`src/rtl/spiRegPkg.sv`:
```
package spiRegPkg;
  localparam int ADDR_W     = 5;
  localparam int PAGE_W     = 3;
  localparam int BYTE_W     = 8;
  localparam int CNT_W      = 2;
  localparam int PAGE_DEPTH = 1 << ADDR_W;

  localparam logic [ADDR_W-1:0] PAGE_PTR_ADDR = '1;
  localparam logic [ADDR_W-1:0] MODE_ADDR     = '0;
  localparam int WIRE3_BIT   = 7;
  localparam int SOFTRST_BIT = 6;

  typedef enum logic [1:0] {PH_HDR, PH_DATA, PH_DONE} phase_t;

  typedef struct packed {
    logic              wrEn;
    logic [ADDR_W-1:0] addr;
    logic [BYTE_W-1:0] wrData;
  } regStrobe_t;
endpackage

```
`src/rtl/spiRegCtrl.sv`:
```
module spiRegCtrl
  import spiRegPkg::*;
#(
  parameter int SYNC_STAGES = 2
) (
  input  logic              clk,
  input  logic              rstN,
  input  logic              sclk,
  input  logic              csN,
  input  logic              sdi,
  input  logic [BYTE_W-1:0] rdData,
  input  logic              threeWire,
  output regStrobe_t        strb,
  output logic              sdoOut,
  output logic              sdioOut,
  output logic              sdioOe
);
  localparam logic [2:0] SYNC_RST = 3'b010;
  localparam int BIT_W = $clog2(BYTE_W);
  localparam logic [BIT_W-1:0] LAST_BIT = BIT_W'(BYTE_W - 1);

  // pin synchronizer chain: {sclk, csN, sdi}
  logic [2:0] syncQ [SYNC_STAGES];
  always_ff @(posedge clk or negedge rstN) begin
    if (!rstN) begin
      for (int i = 0; i < SYNC_STAGES; i++) syncQ[i] <= SYNC_RST;
    end else begin
      syncQ[0] <= {sclk, csN, sdi};
      for (int i = 1; i < SYNC_STAGES; i++) syncQ[i] <= syncQ[i-1];
    end
  end

  logic sclkS, csS, sdiS, sclkD;
  assign sclkS = syncQ[SYNC_STAGES-1][2];
  assign csS   = syncQ[SYNC_STAGES-1][1];
  assign sdiS  = syncQ[SYNC_STAGES-1][0];

  logic rise, fall;
  assign rise = sclkS && !sclkD && !csS;
  assign fall = !sclkS && sclkD && !csS;

  phase_t            phase;
  logic [BIT_W-1:0]  bitCnt;
  logic [BYTE_W-1:0] shIn, shOut, nextSh;
  logic              isRead;
  logic [CNT_W-1:0]  bytesLeft;
  logic [ADDR_W-1:0] addr;
  logic              outBit, outEn;
  logic              byteEnd;

  always_comb begin
    nextSh      = {shIn[BYTE_W-2:0], sdiS};
    byteEnd     = rise && (bitCnt == LAST_BIT);
    strb.wrEn   = byteEnd && (phase == PH_DATA) && !isRead;
    strb.addr   = addr;
    strb.wrData = nextSh;
  end

  always_ff @(posedge clk or negedge rstN) begin
    if (!rstN) begin
      sclkD     <= 1'b0;
      phase     <= PH_HDR;
      bitCnt    <= '0;
      shIn      <= '0;
      shOut     <= '0;
      isRead    <= 1'b0;
      bytesLeft <= '0;
      addr      <= '0;
      outBit    <= 1'b0;
      outEn     <= 1'b0;
    end else begin
      sclkD <= sclkS;
      if (csS) begin
        phase  <= PH_HDR;
        bitCnt <= '0;
        outEn  <= 1'b0;
        outBit <= 1'b0;
      end else begin
        if (rise) begin
          shIn   <= nextSh;
          bitCnt <= bitCnt + BIT_W'(1);
          if (byteEnd) begin
            unique case (phase)
              PH_HDR: begin
                isRead    <= nextSh[BYTE_W-1];
                bytesLeft <= nextSh[ADDR_W +: CNT_W];
                addr      <= nextSh[ADDR_W-1:0];
                phase     <= PH_DATA;
              end
              PH_DATA: begin
                addr <= addr + ADDR_W'(1);
                if (bytesLeft == '0) phase <= PH_DONE;
                else bytesLeft <= bytesLeft - CNT_W'(1);
              end
              default: ;
            endcase
          end
        end
        if (fall) begin
          if (phase == PH_DATA && isRead) begin
            outEn <= 1'b1;
            if (bitCnt == '0) begin
              outBit <= rdData[BYTE_W-1];
              shOut  <= {rdData[BYTE_W-2:0], 1'b0};
            end else begin
              outBit <= shOut[BYTE_W-1];
              shOut  <= {shOut[BYTE_W-2:0], 1'b0};
            end
          end else begin
            outEn  <= 1'b0;
            outBit <= 1'b0;
          end
        end
      end
    end
  end

  assign sdoOut  = outEn && !threeWire && outBit;
  assign sdioOut = outEn && threeWire && outBit;
  assign sdioOe  = outEn && threeWire;
endmodule

```
`src/rtl/spiRegFile.sv`:
```
module spiRegFile
  import spiRegPkg::*;
#(
  parameter int STORE_PAGES = 4,
  parameter int STATUS_PAGE = 4
) (
  input  logic                                   clk,
  input  logic                                   rstN,
  input  regStrobe_t                             strb,
  input  logic [PAGE_DEPTH*BYTE_W-1:0]           statusIn,
  output logic [BYTE_W-1:0]                      rdData,
  output logic                                   threeWire,
  output logic [STORE_PAGES*PAGE_DEPTH*BYTE_W-1:0] regOut
);
  localparam int PIDX_W = (STORE_PAGES > 1) ? $clog2(STORE_PAGES) : 1;

  logic [BYTE_W-1:0] mem [STORE_PAGES][PAGE_DEPTH];
  logic [PAGE_W-1:0] page;
  logic [PIDX_W-1:0] pIdx;
  logic              isPtr, pageStored, isStatus, softRst;

  assign pIdx       = page[PIDX_W-1:0];
  assign isPtr      = (strb.addr == PAGE_PTR_ADDR);
  assign pageStored = (int'(page) < STORE_PAGES);
  assign isStatus   = (int'(page) == STATUS_PAGE);
  assign softRst    = (page == '0) && (strb.addr == MODE_ADDR) && strb.wrData[SOFTRST_BIT];

  always_comb begin
    if (isPtr)           rdData = BYTE_W'(page);
    else if (pageStored) rdData = mem[pIdx][strb.addr];
    else if (isStatus)   rdData = statusIn[strb.addr*BYTE_W +: BYTE_W];
    else                 rdData = '0;
  end

  always_ff @(posedge clk or negedge rstN) begin
    if (!rstN) begin
      page <= '0;
      for (int p = 0; p < STORE_PAGES; p++)
        for (int a = 0; a < PAGE_DEPTH; a++) mem[p][a] <= '0;
    end else if (strb.wrEn) begin
      if (isPtr) begin
        page <= strb.wrData[PAGE_W-1:0];
      end else if (softRst) begin
        page <= '0;
        for (int p = 0; p < STORE_PAGES; p++)
          for (int a = 0; a < PAGE_DEPTH; a++) mem[p][a] <= '0;
      end else if (pageStored) begin
        mem[pIdx][strb.addr] <= strb.wrData;
      end
    end
  end

  assign threeWire = mem[0][MODE_ADDR][WIRE3_BIT];

  for (genvar p = 0; p < STORE_PAGES; p++) begin : g_page
    for (genvar a = 0; a < PAGE_DEPTH; a++) begin : g_byte
      if (a == PAGE_DEPTH - 1) begin : g_ptr
        assign regOut[(p*PAGE_DEPTH+a)*BYTE_W +: BYTE_W] = BYTE_W'(page);
      end else begin : g_mem
        assign regOut[(p*PAGE_DEPTH+a)*BYTE_W +: BYTE_W] = mem[p][a];
      end
    end
  end
endmodule

```
`src/rtl/spiPagedRegs.sv`:
```
module spiPagedRegs
  import spiRegPkg::*;
#(
  parameter int STORE_PAGES = 4,
  parameter int STATUS_PAGE = 4,
  parameter int SYNC_STAGES = 2
) (
  input  logic                                     clk,
  input  logic                                     rstN,
  input  logic                                     csN,
  input  logic                                     sclk,
  input  logic                                     sdioIn,
  output logic                                     sdioOut,
  output logic                                     sdioOe,
  output logic                                     sdoOut,
  input  logic [PAGE_DEPTH*BYTE_W-1:0]             statusIn,
  output logic [STORE_PAGES*PAGE_DEPTH*BYTE_W-1:0] regOut
);
  regStrobe_t        strb;
  logic [BYTE_W-1:0] rdData;
  logic              threeWire;

  spiRegCtrl #(.SYNC_STAGES(SYNC_STAGES)) ctrl_i (
    .clk(clk), .rstN(rstN), .sclk(sclk), .csN(csN), .sdi(sdioIn),
    .rdData(rdData), .threeWire(threeWire), .strb(strb),
    .sdoOut(sdoOut), .sdioOut(sdioOut), .sdioOe(sdioOe)
  );

  spiRegFile #(.STORE_PAGES(STORE_PAGES), .STATUS_PAGE(STATUS_PAGE)) file_i (
    .clk(clk), .rstN(rstN), .strb(strb), .statusIn(statusIn),
    .rdData(rdData), .threeWire(threeWire), .regOut(regOut)
  );
endmodule

```
`config.mk`:
```
export PLATFORM = sky130hd
export DESIGN_NAME = spiPagedRegs
export DESIGN_NICKNAME = d
export VERILOG_FILES = /design/src/rtl/spiRegPkg.sv /design/src/rtl/spiRegCtrl.sv /design/src/rtl/spiRegFile.sv /design/src/rtl/spiPagedRegs.sv
export SDC_FILE = /design/constraint.sdc
export NUM_CORES = 2
export LEC_CHECK = 0
export BUFFER_PORTS_ARGS = -buffer_cell sky130_fd_sc_hd__buf_2
export CORE_AREA = 2 2 497 499
export DETAILED_ROUTE_END_ITERATION = 8
export DIE_AREA = 0 0 499 501
export PLACE_DENSITY = 0.49
export SLEW_MARGIN = 0
export SYNTH_ARGS = -nofsm -noshare
export SYNTH_HDL_FRONTEND = slang
export SYNTH_HIERARCHICAL = 1
export SYNTH_SLANG_ARGS = --single-unit
```
`constraint.sdc`:
```
create_clock -name clk -period 4.6 [get_ports clk]
set_input_delay 0.69 -clock clk [delete_from_list [all_inputs] [get_ports clk]]
set_output_delay 0.69 -clock clk [all_outputs]
set_load 0.01 [all_outputs]
```
# Word level (Yosys, flattened, before mapping)
# Cells that the tools add are included.
# classes
n_reduce_logical	41
add_sub_neg	3
n_eq_ne	6
muxes	36
n_shift	1
magnitude_cmp	5
bitwise	4
# op_table
operator	count
$mux 1024	2
$bwmux 1024	1
$mux 256	3
$bmux 256 s2	1
$demux 256 s2	1
$shiftx 256x9->8	1
$mux 8	7
$bmux 8 s5	1
$demux 8 s5	1
$logic_and 1x1->1	16
$mux 3	4
$reduce_and 4->1	3
$reduce_bool 2->1	6
$mux 2	5
$pmux 5 s2	1
$pmux 2 s2	2
$mux 1	7
$eq 3x3->1 const B	2
$ge 6x6->1 const B	1
$logic_not 3->1	2
$lt 6x1->1 const B	1
$not 5->6	1
$reduce_and 3->1	2
$add 5x1->5 const B	1
17 further kinds	24
# word_totals
register_bits	1064
elab_cells	237

# Logic depth before layout (Yosys ltp)
# depth
word_depth	13
ltp_mapped	15

# Modules after synthesis
# The synthesis kept the hierarchy.
# modules_own_cells
module	cells_per_inst	instances	area_each_um2	seq_area_each_um2
spiRegFile	5493	1	55967.4	25499.5
spiRegCtrl	133	1	1775.5	903.4

# Worst setup path before layout
# No wires, ideal clock.
# synth_path
kind	reg-to-reg
startpoint	register file_i.page[0]
endpoint	register ctrl_i.shOut[6]
path_slack_ns	1.386
path_stages_with_launch	13
arrival_time_ns	3.089
path_buffers	5
setup_ns	0.125
cell_sequence	dfrtp_1 buf_4 buf_6 buf_4 buf_2 buf_2 mux4_2 a22oi_1 nand4_1 nor3_1 a21oi_1 mux2_2 mux2_4
# synth_via
elab_chain_len	10
# synth_rtl
element	line_no	rtl
start, declared	spiRegFile.sv:18	logic [PAGE_W-1:0] page;
start signal, assigned	spiRegFile.sv:42	page <= strb.wrData[PAGE_W-1:0];
$not 2->3 (not written as such)	spiRegFile.sv:30	else if (pageStored) rdData = mem[pIdx][strb.addr];
$bmux 256 s2	spiRegFile.sv:30	
$mux 256 (not written as such) (2 in series)	spiRegFile.sv:30	
$bmux 8 s5	spiRegFile.sv:30	
$mux 8 (not written as such) (2 in series)	spiRegFile.sv:30	
$mux 8 *	spiRegFile.sv:30	
$mux 8 *	spiRegFile.sv:29	if (isPtr) rdData = BYTE_W'(page);
net rdData[5]	spiPagedRegs.sv:20	logic [BYTE_W-1:0] rdData;
$mux 8 *	spiRegCtrl.sv:102	if (bitCnt == '0) begin
end signal, assigned	spiRegCtrl.sv:104	shOut <= {rdData[BYTE_W-2:0], 1'b0};
end signal, assigned	spiRegCtrl.sv:107	shOut <= {shOut[BYTE_W-2:0], 1'b0};
end, declared	spiRegCtrl.sv:44	logic [BYTE_W-1:0] shIn, shOut, nextSh;
# Mark *: on every way through the listed nets, which the timed path passes. The rest lies on a longest branch. The select of a mux whose other input is x is not followed.
# A chain may end at the register's enable or synchronous reset.

# Worst setup path in the final report
# layout_path
startpoint	register ctrl_i.addr[0]
endpoint	register ctrl_i.shOut[2]
# layout_via
elab_chain_len	7
# layout_rtl
element	line_no	rtl
start, declared	spiRegCtrl.sv:47	logic [ADDR_W-1:0] addr;
start signal, assigned	spiRegCtrl.sv:87	addr <= nextSh[ADDR_W-1:0];
start signal, assigned	spiRegCtrl.sv:91	addr <= addr + ADDR_W'(1);
branches (longest 5 deep; another with $shiftx 256x9->8)	--	
$mux 8 *	spiRegFile.sv:29	
net rdData[1]	spiPagedRegs.sv:20	
$mux 8 *	spiRegCtrl.sv:102	
# Mark *: on every way through the listed nets, which the timed path passes. The select of a mux whose other input is x is not followed.

==> summary.md <==
| Metric | Value |
|---|---|
| Status | completed |
| DRC Markers | 0 |
| PwrDens | 352 mW/mm^2 |
| Most frequent cells in the layout | 1,266 x buf_2, 1,046 x dfrtp_1, 1,016 x nand3_1 |
| Die height | 501 um |
| M1 GR Usage | 33.0% |
| R2R Path Start | ctrl_i/addr[0] |
| Final Hold Vio Count | 0 |
| Post-synthesis compound-gate area fraction | 11.7% |
| Cell Count, Final, Fillers Out | 9,151 |
| Synth Flop Type | dfrtp_1 |
| Synth Area in Adders | 0.108% |
| GRT Max-Usage Layer | met2 |
| Synth Cell Area | 0.0577 mm^2 |
| CP startpoint | ctrl_i/addr[0] |
| Seq/Total Area, Yosys | 45.7% |
| Worst skew pair latency | 820 ps |
| Yosys warnings | 6 |
| Antenna-violating nets left | 0 |
| Nets | 6,037 |
| First-pass GRT wire length | 441,000 um |
| Mapped Cells | 5,626 |
| RSZ-0062 raised after global routing | false |
| Largest net degree at the start of global routing | 233 |
| Yosys top cell by area | dfrtp_1 |
| Max_slew headroom | 14.3% |
| Setup CP Type | reg -> reg |
| Gp weighted congestion | 0.961 |
| Num ports | 1,288 |
| Top cell type's share of synthesized area | 45.6% |
| Setup ws final | 99.6 ps |
| Total track usage | 26.0% |
| CP arrival | 5170 ps |
| CTS tree | yes |
| Total gr overflow | 0 |
| Met2 Use GR | 41.9% |
| Synth cell types | 80 |
| Drt via density | 5.18 |
| Crit-path max FO | 49 |
| Syn_area_per_cell | 10.3 um^2 |
| Core ar. | 0.245 mm^2 |
| Clock Tree Root | clkbuf_16 |
| Worst vdd ir | 0.000321 V |
| TritonCTS Sinks | 1,055 |
| Leakage power | 0.0301 uW |
| Pins Over Slew Limit | 0 |
| Pre-CTS WS | -29.1 ps |
| Vias | 47,400 |
| Max-cap violations | 0 |
| Critical Path RT | 5270 ps |
| Met3 Use GR | 7.25% |
| Die area | 0.250 mm^2 |
| Number of synthesized flops with an enable pin | 0 |
| Routed wire length | 336,000 um |
| XOR/XNOR Fraction of Synth Area | 0.0152% |
| Final Util | 26.8% |
| Iter 0 DRT Violations | 5,206 |
| Hold path start | ctrl_i/syncQ[3] |
| # rows | 182 |
| Drt first pass iters | 6 |
| Deepest clock path buffer count | 3 |
| Main combinational cell family by area after synthesis | buffers and inverters |
| Layout cells sized above 1 | 35.0% |
| DP Wirelength | 260,000 um |
| Hold crit path type | reg -> reg |
| Worst Skew | 50.3 ps |
| Chip width | 499 um |
| Area contributors post-synth | dfrtp_1 46%, buf_4 14%, mux4_2 10% |
| Commonest non-fill, non-tap cell in the layout | buf_2 |
| # port buffers | 1,267 |
| Synth Register Bits | 1,055 |
| Initial Utilization | 23.6% |
| Async SR Flop Fraction | 100% |
| Worst Tran Pin Value | 1250 ps |
| Min Tclk post-route | 4500 ps |
| Initial antenna violation count | 68 |
| Placed insts | 8,849 |
| Num CTS Buffers | 136 |
| Drt wl/cell | 36.7 um |
| H-tree depth | 4 |
| Mux cell area share after synthesis | 13.4% |
| Final setup fails | 0 |
| Setup TNS Final | 0 ps |
| CP startpoint kind | register |
| Synth Area in Simple Gates | 12.2% |
| Worst-path clk slew | 70 ps |
| Final Total Pwr | 23,100 uW |
| Peak Freq | 0.222 GHz |
| Vias in the first global route | 45,000 |
| Nature of the critical path endpoint | register |
| Final worst path period share | 97.8% |
| Area grow syn2layout | 13.8% |
-- registers in the layout, summed over array words and instances (netlist names), 2 cells and up --
name and flops:
ctrl_i/bytesLeft 2, ctrl_i/bitCnt 3, ctrl_i/shOut 7, file_i/mem 24
file_i/regOut 992, ctrl_i/syncQ 3, ctrl_i/shIn 7, ctrl_i/addr 5
ctrl_i/phase 2, file_i/page 3
-- layout make-up --
cell class,count,area (um^2)
Clock buffer,199,3960
Multi-Input combinational cell,3072,21900
Fill cell,25900,179000
Clock inverter,44,583
Antenna cell,55,138
Sequential cell,1055,26400
Inverter,9,35.0
Timing Repair Buffer,1497,8660
Tap cell,3220,4030
-- repair_timing --
action                                 4_1_cts  5_1_grt
gates resized for setup                      1        0
setup buffers                                0        0
hold buffers                                 4        0
setup endpoints to repair                    1        0
endpoints found under the hold margin       47        0
-- critical path: stages, from the launching register on --
cell and delay [ps]:
dfrtp_4 630, buf_12 410, mux2i_1 1060, o22ai_1 170
nor4_1 720, nand3_1 170, a32oi_1 420, a31oi_1 150
mux2_2 280, mux2_4 250
-- metrics by stage --
stage / hold WS [ps] / area [um^2]
floorplan: 331 / 57800
global placement: 342 / 60900
detailed placement: 335 / 61000
CTS: 347 / 65500
global route: 364 / 65600
finish: 346 / 65700
-- synthesized netlist by cell type, types with 6 or more instances --
cell type,instances
dfrtp_1,1053
buf_4,1040
nand3_1,1016
o21ai_0,973
clkbuf_1,375
mux4_2,261
nand2_1,156
mux2i_1,140
buf_2,70
a22oi_1,53
a22o_1,49
nor2_1,46
and2_1,39
o22ai_1,35
a21oi_1,28
mux2_2,20
nor3_1,20
nand4_1,19
buf_1,16
a211oi_1,14
nor2b_1,14
mux2_4,13
a31oi_1,10
a2111oi_0,9
and3_1,9
buf_6,8
inv_1,8
nand2b_1,8
nor4_1,7
o211ai_1,7
nand3b_1,6
-- path summary, 6_finish.rpt --
kind | end | depth (start not counted) | slack, ps
worst max-delay path | ctrl_i/shOut[2] | 9 | 100
worst min register to register | ctrl_i/strb[0] | 0 | 350
worst min-delay path | ctrl_i/strb[0] | 0 | 350
max in group asynchronous | file_i/regOut[974] | 3 | 2650
min in group asynchronous | file_i/regOut[329] | 2 | 410
worst max register to register | ctrl_i/shOut[2] | 9 | 100
-- per-layer routing --
metal,part of all wire (%),routed length [um],vias to the layer above
li1,-,-,19600
met1,40,136000,24700
met2,47,157000,2569
met3,8.8,29400,446
met4,4.2,14100,10
met5,0.019,64,-
-- cell families after synthesis --
group	count (synthesis)
buffers and inverters	1518
AND/OR/NAND/NOR	1388
AO/OA/AOI/OAI	1223
flip-flops	1055
multiplexers	435
adder cells (fa/ha/maj)	5
other	1
XOR/XNOR	1
-- power by group --
| part | internal, uW | leakage [uW] | switching [uW] | total (uW) |
|---|---|---|---|---|
| logic | 482 | 0.0132 | 2130 | 2610 |
| registers | 9310 | 0.0147 | 160 | 9470 |
| clock network | 6340 | 0.00222 | 4680 | 11000 |
| total | 16100 | 0.0301 | 6970 | 23100 |
No activity file was read; power rests on OpenSTA's default activity.
